### config.mk
export PLATFORM = sky130hd
export DESIGN_NAME = dp_sequencer
export DESIGN_NICKNAME = d
export VERILOG_FILES = /design/src/rtl/dp_seq_pkg.sv /design/src/rtl/dp_seq_addr_gen.sv /design/src/rtl/dp_seq_watchdog.sv /design/src/rtl/dp_seq_operands.sv /design/src/rtl/dp_sequencer.sv
export SDC_FILE = /design/constraint.sdc
export NUM_CORES = 1
export LEC_CHECK = 0
export BUFFER_PORTS_ARGS = -buffer_cell sky130_fd_sc_hd__buf_2
export CORE_ASPECT_RATIO = 1.2
export CORE_MARGIN = 2
export CORE_UTILIZATION = 52
export CTS_CLUSTER_DIAMETER = 80
export CTS_CLUSTER_SIZE = 12
export DETAILED_ROUTE_END_ITERATION = 12
export GPL_TIMING_DRIVEN = 0
export PLACE_DENSITY = 0.89
export SYNTH_ARGS = -nofsm -noshare
export SYNTH_HDL_FRONTEND = slang
export SYNTH_SLANG_ARGS = --single-unit
### constraint.sdc
create_clock -name clk -period 3.37 [get_ports clk]
set_input_delay 0.1685 -clock clk [delete_from_list [all_inputs] [get_ports clk]]
set_output_delay 0.1685 -clock clk [all_outputs]
set_load 0.01 [all_outputs]
### src/rtl/dp_seq_pkg.sv
package dp_seq_pkg;

    typedef enum logic [2:0] {
        SQ_IDLE,
        SQ_FETCH_A,
        SQ_FETCH_B,
        SQ_KICK,
        SQ_WAIT,
        SQ_STORE,
        SQ_FINISH
    } seq_state_e;

    typedef enum logic [1:0] {
        BUS_NONE,
        BUS_READ,
        BUS_WRITE
    } bus_op_e;

    function automatic bus_op_e bus_op_of(input seq_state_e s);
        case (s)
            SQ_FETCH_A, SQ_FETCH_B: return BUS_READ;
            SQ_STORE:               return BUS_WRITE;
            default:                return BUS_NONE;
        endcase
    endfunction

    function automatic int unsigned idx_width(input int unsigned n);
        return (n > 1) ? $clog2(n) : 1;
    endfunction

endpackage

### src/rtl/dp_seq_addr_gen.sv
module dp_seq_addr_gen #(
    parameter int unsigned ADDR_W   = 16,
    parameter int unsigned IDX_W    = 2,
    parameter int unsigned BASE_IN  = 16,
    parameter int unsigned BASE_OUT = 64
) (
    input  logic [IDX_W-1:0]  inv_idx,
    input  logic              second,
    output logic [ADDR_W-1:0] rd_addr,
    output logic [ADDR_W-1:0] wr_addr
);
    localparam logic [ADDR_W-1:0] IN_BASE  = ADDR_W'(BASE_IN);
    localparam logic [ADDR_W-1:0] OUT_BASE = ADDR_W'(BASE_OUT);

    logic [ADDR_W-1:0] idx_ext;

    always_comb begin
        idx_ext = ADDR_W'(inv_idx);
        rd_addr = IN_BASE + (idx_ext << 1) + ADDR_W'(second);
        wr_addr = OUT_BASE + idx_ext;
    end
endmodule

### src/rtl/dp_seq_watchdog.sv
module dp_seq_watchdog #(
    parameter int unsigned LIMIT = 64
) (
    input  logic clk,
    input  logic rst,
    input  logic clear,
    input  logic run,
    output logic expired
);
    localparam int unsigned CNT_W = $clog2(LIMIT + 1);
    localparam logic [CNT_W-1:0] LAST = CNT_W'(LIMIT - 1);

    logic [CNT_W-1:0] cnt_q;

    always_ff @(posedge clk) begin
        if (rst || clear) begin
            cnt_q <= '0;
        end else if (run && cnt_q != LAST) begin
            cnt_q <= cnt_q + 1'b1;
        end
    end

    assign expired = run && (cnt_q == LAST);

    a_r9_count_bounded: assert property (@(posedge clk) disable iff (rst)
        run |-> (int'(cnt_q) < int'(LIMIT)));
endmodule

### src/rtl/dp_seq_operands.sv
module dp_seq_operands #(
    parameter int unsigned DATA_W = 8
) (
    input  logic              clk,
    input  logic              rst,
    input  logic              load_a,
    input  logic              load_b,
    input  logic              load_res,
    input  logic [DATA_W-1:0] rdata,
    input  logic [DATA_W-1:0] result_in,
    output logic [DATA_W-1:0] op_a,
    output logic [DATA_W-1:0] op_b,
    output logic [DATA_W-1:0] res
);
    always_ff @(posedge clk) begin
        if (rst) begin
            op_a <= '0;
            op_b <= '0;
            res  <= '0;
        end else begin
            if (load_a)   op_a <= rdata;
            if (load_b)   op_b <= rdata;
            if (load_res) res  <= result_in;
        end
    end
endmodule

### src/rtl/dp_sequencer.sv
module dp_sequencer
    import dp_seq_pkg::*;
#(
    parameter int unsigned DATA_W    = 8,
    parameter int unsigned ADDR_W    = 16,
    parameter int unsigned STATE_W   = 3,
    parameter int unsigned EXEC_CODE = 2,
    parameter int unsigned N_INV     = 3,
    parameter int unsigned BASE_IN   = 16,
    parameter int unsigned BASE_OUT  = 64,
    parameter int unsigned WD_LIMIT  = 64
) (
    input  logic               clk,
    input  logic               rst,
    input  logic [STATE_W-1:0] ctl_state,
    output logic               mem_req,
    output logic               mem_we,
    output logic [ADDR_W-1:0]  mem_addr,
    output logic [DATA_W-1:0]  mem_wdata,
    input  logic               mem_gnt,
    input  logic [DATA_W-1:0]  mem_rdata,
    output logic [DATA_W-1:0]  dp_op_a,
    output logic [DATA_W-1:0]  dp_op_b,
    output logic               dp_start,
    input  logic               dp_done,
    input  logic [DATA_W-1:0]  dp_result,
    output logic               dp_finished,
    output logic               wd_error
);
    localparam int unsigned IDX_W = idx_width(N_INV);
    localparam logic [IDX_W-1:0] LAST_IDX = IDX_W'(N_INV - 1);
    localparam logic [STATE_W-1:0] GO_CODE = STATE_W'(EXEC_CODE);

    seq_state_e        state_q, state_d;
    bus_op_e           bus_op;
    logic [IDX_W-1:0]  inv_q;
    logic              armed_q;
    logic              err_q;
    logic              xfer;
    logic              timeout;
    logic              take_go;
    logic [ADDR_W-1:0] rd_addr, wr_addr;
    logic [DATA_W-1:0] res_q;

    assign bus_op  = bus_op_of(state_q);
    assign mem_req = (bus_op != BUS_NONE);
    assign mem_we  = (bus_op == BUS_WRITE);
    assign xfer    = mem_req && mem_gnt;
    assign take_go = (state_q == SQ_IDLE) && armed_q && (ctl_state == GO_CODE);

    dp_seq_addr_gen #(
        .ADDR_W  (ADDR_W),
        .IDX_W   (IDX_W),
        .BASE_IN (BASE_IN),
        .BASE_OUT(BASE_OUT)
    ) u_addr (
        .inv_idx(inv_q),
        .second (state_q == SQ_FETCH_B),
        .rd_addr(rd_addr),
        .wr_addr(wr_addr)
    );

    dp_seq_watchdog #(
        .LIMIT(WD_LIMIT)
    ) u_wdog (
        .clk    (clk),
        .rst    (rst),
        .clear  (state_q == SQ_KICK),
        .run    (state_q == SQ_WAIT && !dp_done),
        .expired(timeout)
    );

    dp_seq_operands #(
        .DATA_W(DATA_W)
    ) u_ops (
        .clk      (clk),
        .rst      (rst),
        .load_a   (state_q == SQ_FETCH_A && mem_gnt),
        .load_b   (state_q == SQ_FETCH_B && mem_gnt),
        .load_res (state_q == SQ_WAIT && dp_done),
        .rdata    (mem_rdata),
        .result_in(dp_result),
        .op_a     (dp_op_a),
        .op_b     (dp_op_b),
        .res      (res_q)
    );

    assign mem_addr    = mem_we ? wr_addr : rd_addr;
    assign mem_wdata   = res_q;
    assign dp_start    = (state_q == SQ_KICK);
    assign dp_finished = (state_q == SQ_FINISH);
    assign wd_error    = err_q;

    always_comb begin
        state_d = state_q;
        case (state_q)
            SQ_IDLE:    if (take_go) state_d = SQ_FETCH_A;
            SQ_FETCH_A: if (xfer) state_d = SQ_FETCH_B;
            SQ_FETCH_B: if (xfer) state_d = SQ_KICK;
            SQ_KICK:    state_d = SQ_WAIT;
            SQ_WAIT: begin
                if (dp_done)      state_d = SQ_STORE;
                else if (timeout) state_d = SQ_IDLE;
            end
            SQ_STORE: begin
                if (xfer) state_d = (inv_q == LAST_IDX) ? SQ_FINISH : SQ_FETCH_A;
            end
            SQ_FINISH:  state_d = SQ_IDLE;
            default:    state_d = SQ_IDLE;
        endcase
    end

    always_ff @(posedge clk) begin
        if (rst) begin
            state_q <= SQ_IDLE;
            inv_q   <= '0;
            armed_q <= 1'b1;
            err_q   <= 1'b0;
        end else begin
            state_q <= state_d;
            if (take_go) begin
                inv_q <= '0;
                err_q <= 1'b0;
            end else if (state_q == SQ_STORE && xfer && inv_q != LAST_IDX) begin
                inv_q <= inv_q + 1'b1;
            end
            if (state_q == SQ_WAIT && !dp_done && timeout) begin
                err_q <= 1'b1;
            end
            if (state_q == SQ_FINISH || (state_q == SQ_WAIT && !dp_done && timeout)) begin
                armed_q <= 1'b0;
            end else if (ctl_state != GO_CODE) begin
                armed_q <= 1'b1;
            end
        end
    end

    a_r3_start_single: assert property (@(posedge clk) disable iff (rst)
        dp_start |=> !dp_start);

    a_r4_operands_hold: assert property (@(posedge clk) disable iff (rst)
        (state_q == SQ_WAIT) |-> ($stable(dp_op_a) && $stable(dp_op_b)));

    a_r6_finish_single: assert property (@(posedge clk) disable iff (rst)
        dp_finished |=> !dp_finished);

    a_r2_read_window: assert property (@(posedge clk) disable iff (rst)
        (mem_req && !mem_we) |->
            (int'(mem_addr) >= int'(BASE_IN) && int'(mem_addr) < int'(BASE_IN + 2 * N_INV)));

    a_r5_write_window: assert property (@(posedge clk) disable iff (rst)
        (mem_req && mem_we) |->
            (int'(mem_addr) >= int'(BASE_OUT) && int'(mem_addr) < int'(BASE_OUT + N_INV)));

    a_r9_error_after_wait: assert property (@(posedge clk) disable iff (rst)
        $rose(wd_error) |-> ($past(state_q) == SQ_WAIT && !mem_req));

    a_r6_finish_after_write: assert property (@(posedge clk) disable iff (rst)
        dp_finished |-> ($past(mem_req) && $past(mem_we)));
endmodule

==> results.txt <==
----------------------------------------------------
[Placement]
  Number of buffer cells added on primary ports ... between 50 and 60
  Worst slack at placement ... ~1700 ps
  Global placer's final weighted congestion ... about 0.77
  DP Wirelength ... between 2 and 3 mm
  Placed Area ... between 0.002 and 0.0025 sq mm
  Cells after DPL ... roughly 300

[Route]
  Average wire per standard cell ... between 10 and 15 um
  Total iterations of the first detailed-routing run ... 4
  DRC errors left ... 0
  Antenna-violating nets left ... 0
  Via count ... 1557
  Iteration-0 DRC count of the detailed router ... 56
  Routed wire length ... 3.66 mm
  Via count normalized by instance count ... ~5.1

[Worst setup path]
  Endpoint of the worst setup timing path ... mem_addr[1]
  FF-to-FF path depth ... 5
  Number of buffer and inverter instances along the worst setup path ... 3
  Largest incremental delay on the critical path ... around 440 ps
  Slowest cell on the critical path ... dfxtp_1
  Startpoint of the worst-slack reg-to-reg timing path ... state_q[2]
  Element type at the critical path start ... register
  Kind of cell with the highest combined delay on the critical path ... buffers and inverters
  CP Cell Sequence ... clkbuf_1 > nand3b_1 > inv_1 > o21ai_0 > buf_2
  Reg2reg end ... inv_q[1]
  Worst setup path category ... reg2out
  Capturing element type of the critical path ... output pin
  Register-to-register setup slack ... 1740 ps
  Critical path required time ... around 3200 ps
  Data arrival time of the critical path ... between 1500 and 2000 ps
  Startpoint of the worst setup timing path ... state_q[1]
  Depth of the critical timing path with buffers and inverters included ... 5
  Crit Path Max Fanout ... 10

[Hold path]
  Origin of the worst min-delay path ... dp_result[4]
  Tightest Hold Check Type ... in2reg

[Clocking]
  H-tree depth ... 2
  CTS Root Buffer Type ... clkbuf_8
  CTS Sinks ... 38
  Clock latency on the worst-skew pair ... about 300 ps
  Clock tree from TritonCTS ... done
  Count of buffers added by post-CTS timing repair for setup ... 0
  Post-cts resize count ... 0
  Largest buffer count on any clock path ... 2
  Hold Buf Count CTS ... 0
  Clock slew seen by the registers of the worst setup and hold paths ... around 70 ps
  Number of CTS-inserted buffers ... 5

[Floorplan]
  Die Ht ... ~68 um
  Core ar. ... 0.00328 sq mm
  Number of rows in the core area ... 23
  Die Outline Area ... about 0.0038 sq mm
  Effective utilization at floorplan ... 53.3%
  Die Wd ... between 50 and 60 um
  Number of primary I/O pins ... a little under 70

[Global routing]
  Wire length of the first global-routing pass ... about 5.9 mm
  Total overflow reported by the global router ... 0
  Initial antenna violation count ... 0
  Maximum number of pins on one net before global-route repair ... 14
  Global-route usage over all layers ... around 20%
  Number of global-route vias before repair ... approximately 1300

[Cells and area]
  Number of non-filler instances in the completed layout ... between 300 and 400
  Number of nets in the finished design ... 293
  Post-Route Utilization ... between 60 and 70%
  Number of inserted filler cells in the final layout ... approximately 290
  Cell area after layout ... between 0.002 and 0.0025 sq mm
  Area of combinational cells with multiple inputs ... 875 sq um
  Inserted Diodes ... 0
  Area Growth Syn to Fin ... 25.7%
  Ratio of cells with drive above 1 in the final layout ... ~30%
  Total area of sequential cells ... 761 sq um

[Synthesis]
  Sequential cell area fraction in the yosys report ... between 40% and 50%
  Number of enable flip-flop cells after synthesis ... 0
  #FFs+latches synth ... 38
  Top cell type by total area after synthesis ... dfxtp_1
  Top area cells in the synthesized netlist ... dfxtp_1 43%, mux2i_1 11%, nor2_1 5.8%, buf_4 5.2%, nand2_1 4.3%
  Cells after synthesis ... about 200
  Post-Syn Area ... about 0.0017 sq mm
  Fraction of synthesized cell area taken by the top area cell type ... 43.5%
  Synth unique cells ... 38
  Primary flip-flop cell chosen by synthesis mapping ... dfxtp_1
  Proportion of register bits with asynchronous set or reset after synthesis ... 0%
  Count of warnings emitted by yosys ... 0
  Mean cell area of the mapped netlist ... between 8 and 9 sq um

[STA]
  Achievable frequency ... around 0.5 GHz
  RSZ-0062 raised after global routing ... false
  Min Hold Slack ... 101 ps
  Final hold violation count ... 0
  Accumulated negative setup slack ... 0 ps
  Worst setup margin ... ~1400 ps
  Setup-violating endpoint count in the final report ... 0
  Minimum clock period after layout ... around 2000 ps
  Final slew viol count ... 0
  Fraction of the cycle the final worst path needs ... between 50% and 60%
  Clock tree skew after final layout ... ~8.6 ps

[Run]
  Number of maximum-capacitance violations ... 0

[Pwr]
  IR drop worst, VDD ... 0.451 mV
  Power, Total ... ~970 uW
  Power Density ... between 400 and 500 mW/mm^2
  Leakage dissipation ... 1.02 nW

[Status]
  Result of the run ... finished clean

----------------------------------------------------
state kept, by name, indices dropped and copies added (netlist names):
name	count
wd_error	1
u_ops.op_b	8
u_ops.res	8
u_ops.op_a	8
armed_q	1
inv_q	2
u_wdog.cnt_q	7
state_q	3
cells by family after synthesis:
kind of cell | synth area share, %
AO/OA/AOI/OAI | 9.23
other | 0.214
multiplexers | 10.9
buffers and inverters | 8.65
adder cells (fa/ha/maj) | 1.43
AND/OR/NAND/NOR | 23.6
flip-flops | 43.5
XOR/XNOR | 2.50
cell usage in the layout, fill, tap and decap left out, drive strengths merged, types with 4 or more instances in the layout:
cell and count:
o21ai 4, nor3b 4, inv 4, mux2i 19
xor2 4, conb 11, dfxtp 38, nor2 27
and3 4, a21oi 11, o211ai 4, buf 70
clkbuf 13, nand2 20, nand2b 5
tightest hold or removal path: stages:
cell	delay, ps
buf_2	70
mux2i_1	50
nor2_1	70
routing by layer:
| metal | share of wire (%) | global-route usage [%] | wire (um) |
|---|---|---|---|
| met1 | 43 | 23.8 | 1580 |
| met2 | 47 | 32.8 | 1710 |
| met3 | 8.0 | 7.09 | 292 |
| met4 | 1.9 | 9.59 | 71 |
| met5 | 0 | 0 | 0 |
report_power, final:
part	internal [mW]	switching, mW	leakage (nW)
Combinational	0.0769	0.0983	0.672
Clock	0.145	0.170	0.0441
Sequential	0.466	0.0131	0.307
Yosys cell counts, drive strengths merged (2+ instances only):
cell type / count
dfxtp: 38
nor2: 27
nand2: 20
mux2i: 19
buf: 15
a21oi: 11
clkbuf: 8
nand2b: 5
and3: 4
inv: 4
nor3b: 4
o211ai: 4
o21ai: 4
xor2: 4
nand3: 3
nand3b: 3
o32ai: 3
and3b: 2
ha: 2
nor2b: 2
nor4b: 2
o21bai: 2
how the worst min path moves through the flow:
stage                               to  slack, ps  cells after the start
after floorplan             state_q[0]        290                      1
after global placement    u_ops.res[6]        400                      3
after detailed placement  u_ops.res[4]        410                      3
after CTS                 u_ops.res[4]         90                      3
after global routing      u_ops.res[3]        110                      3
final                     u_ops.res[4]        100                      3
area by class of cell:
type,count,share of cell area [%]
multi-input combinational,141,39.8
clock buffer,5,3.13
clock inverter,3,0.968
timing repair buffer,55,12.5
buffer,23,6.20
tap,37,2.11
sequential,38,34.6
inverter,4,0.683
No activity file was read; power rests on OpenSTA's default activity.
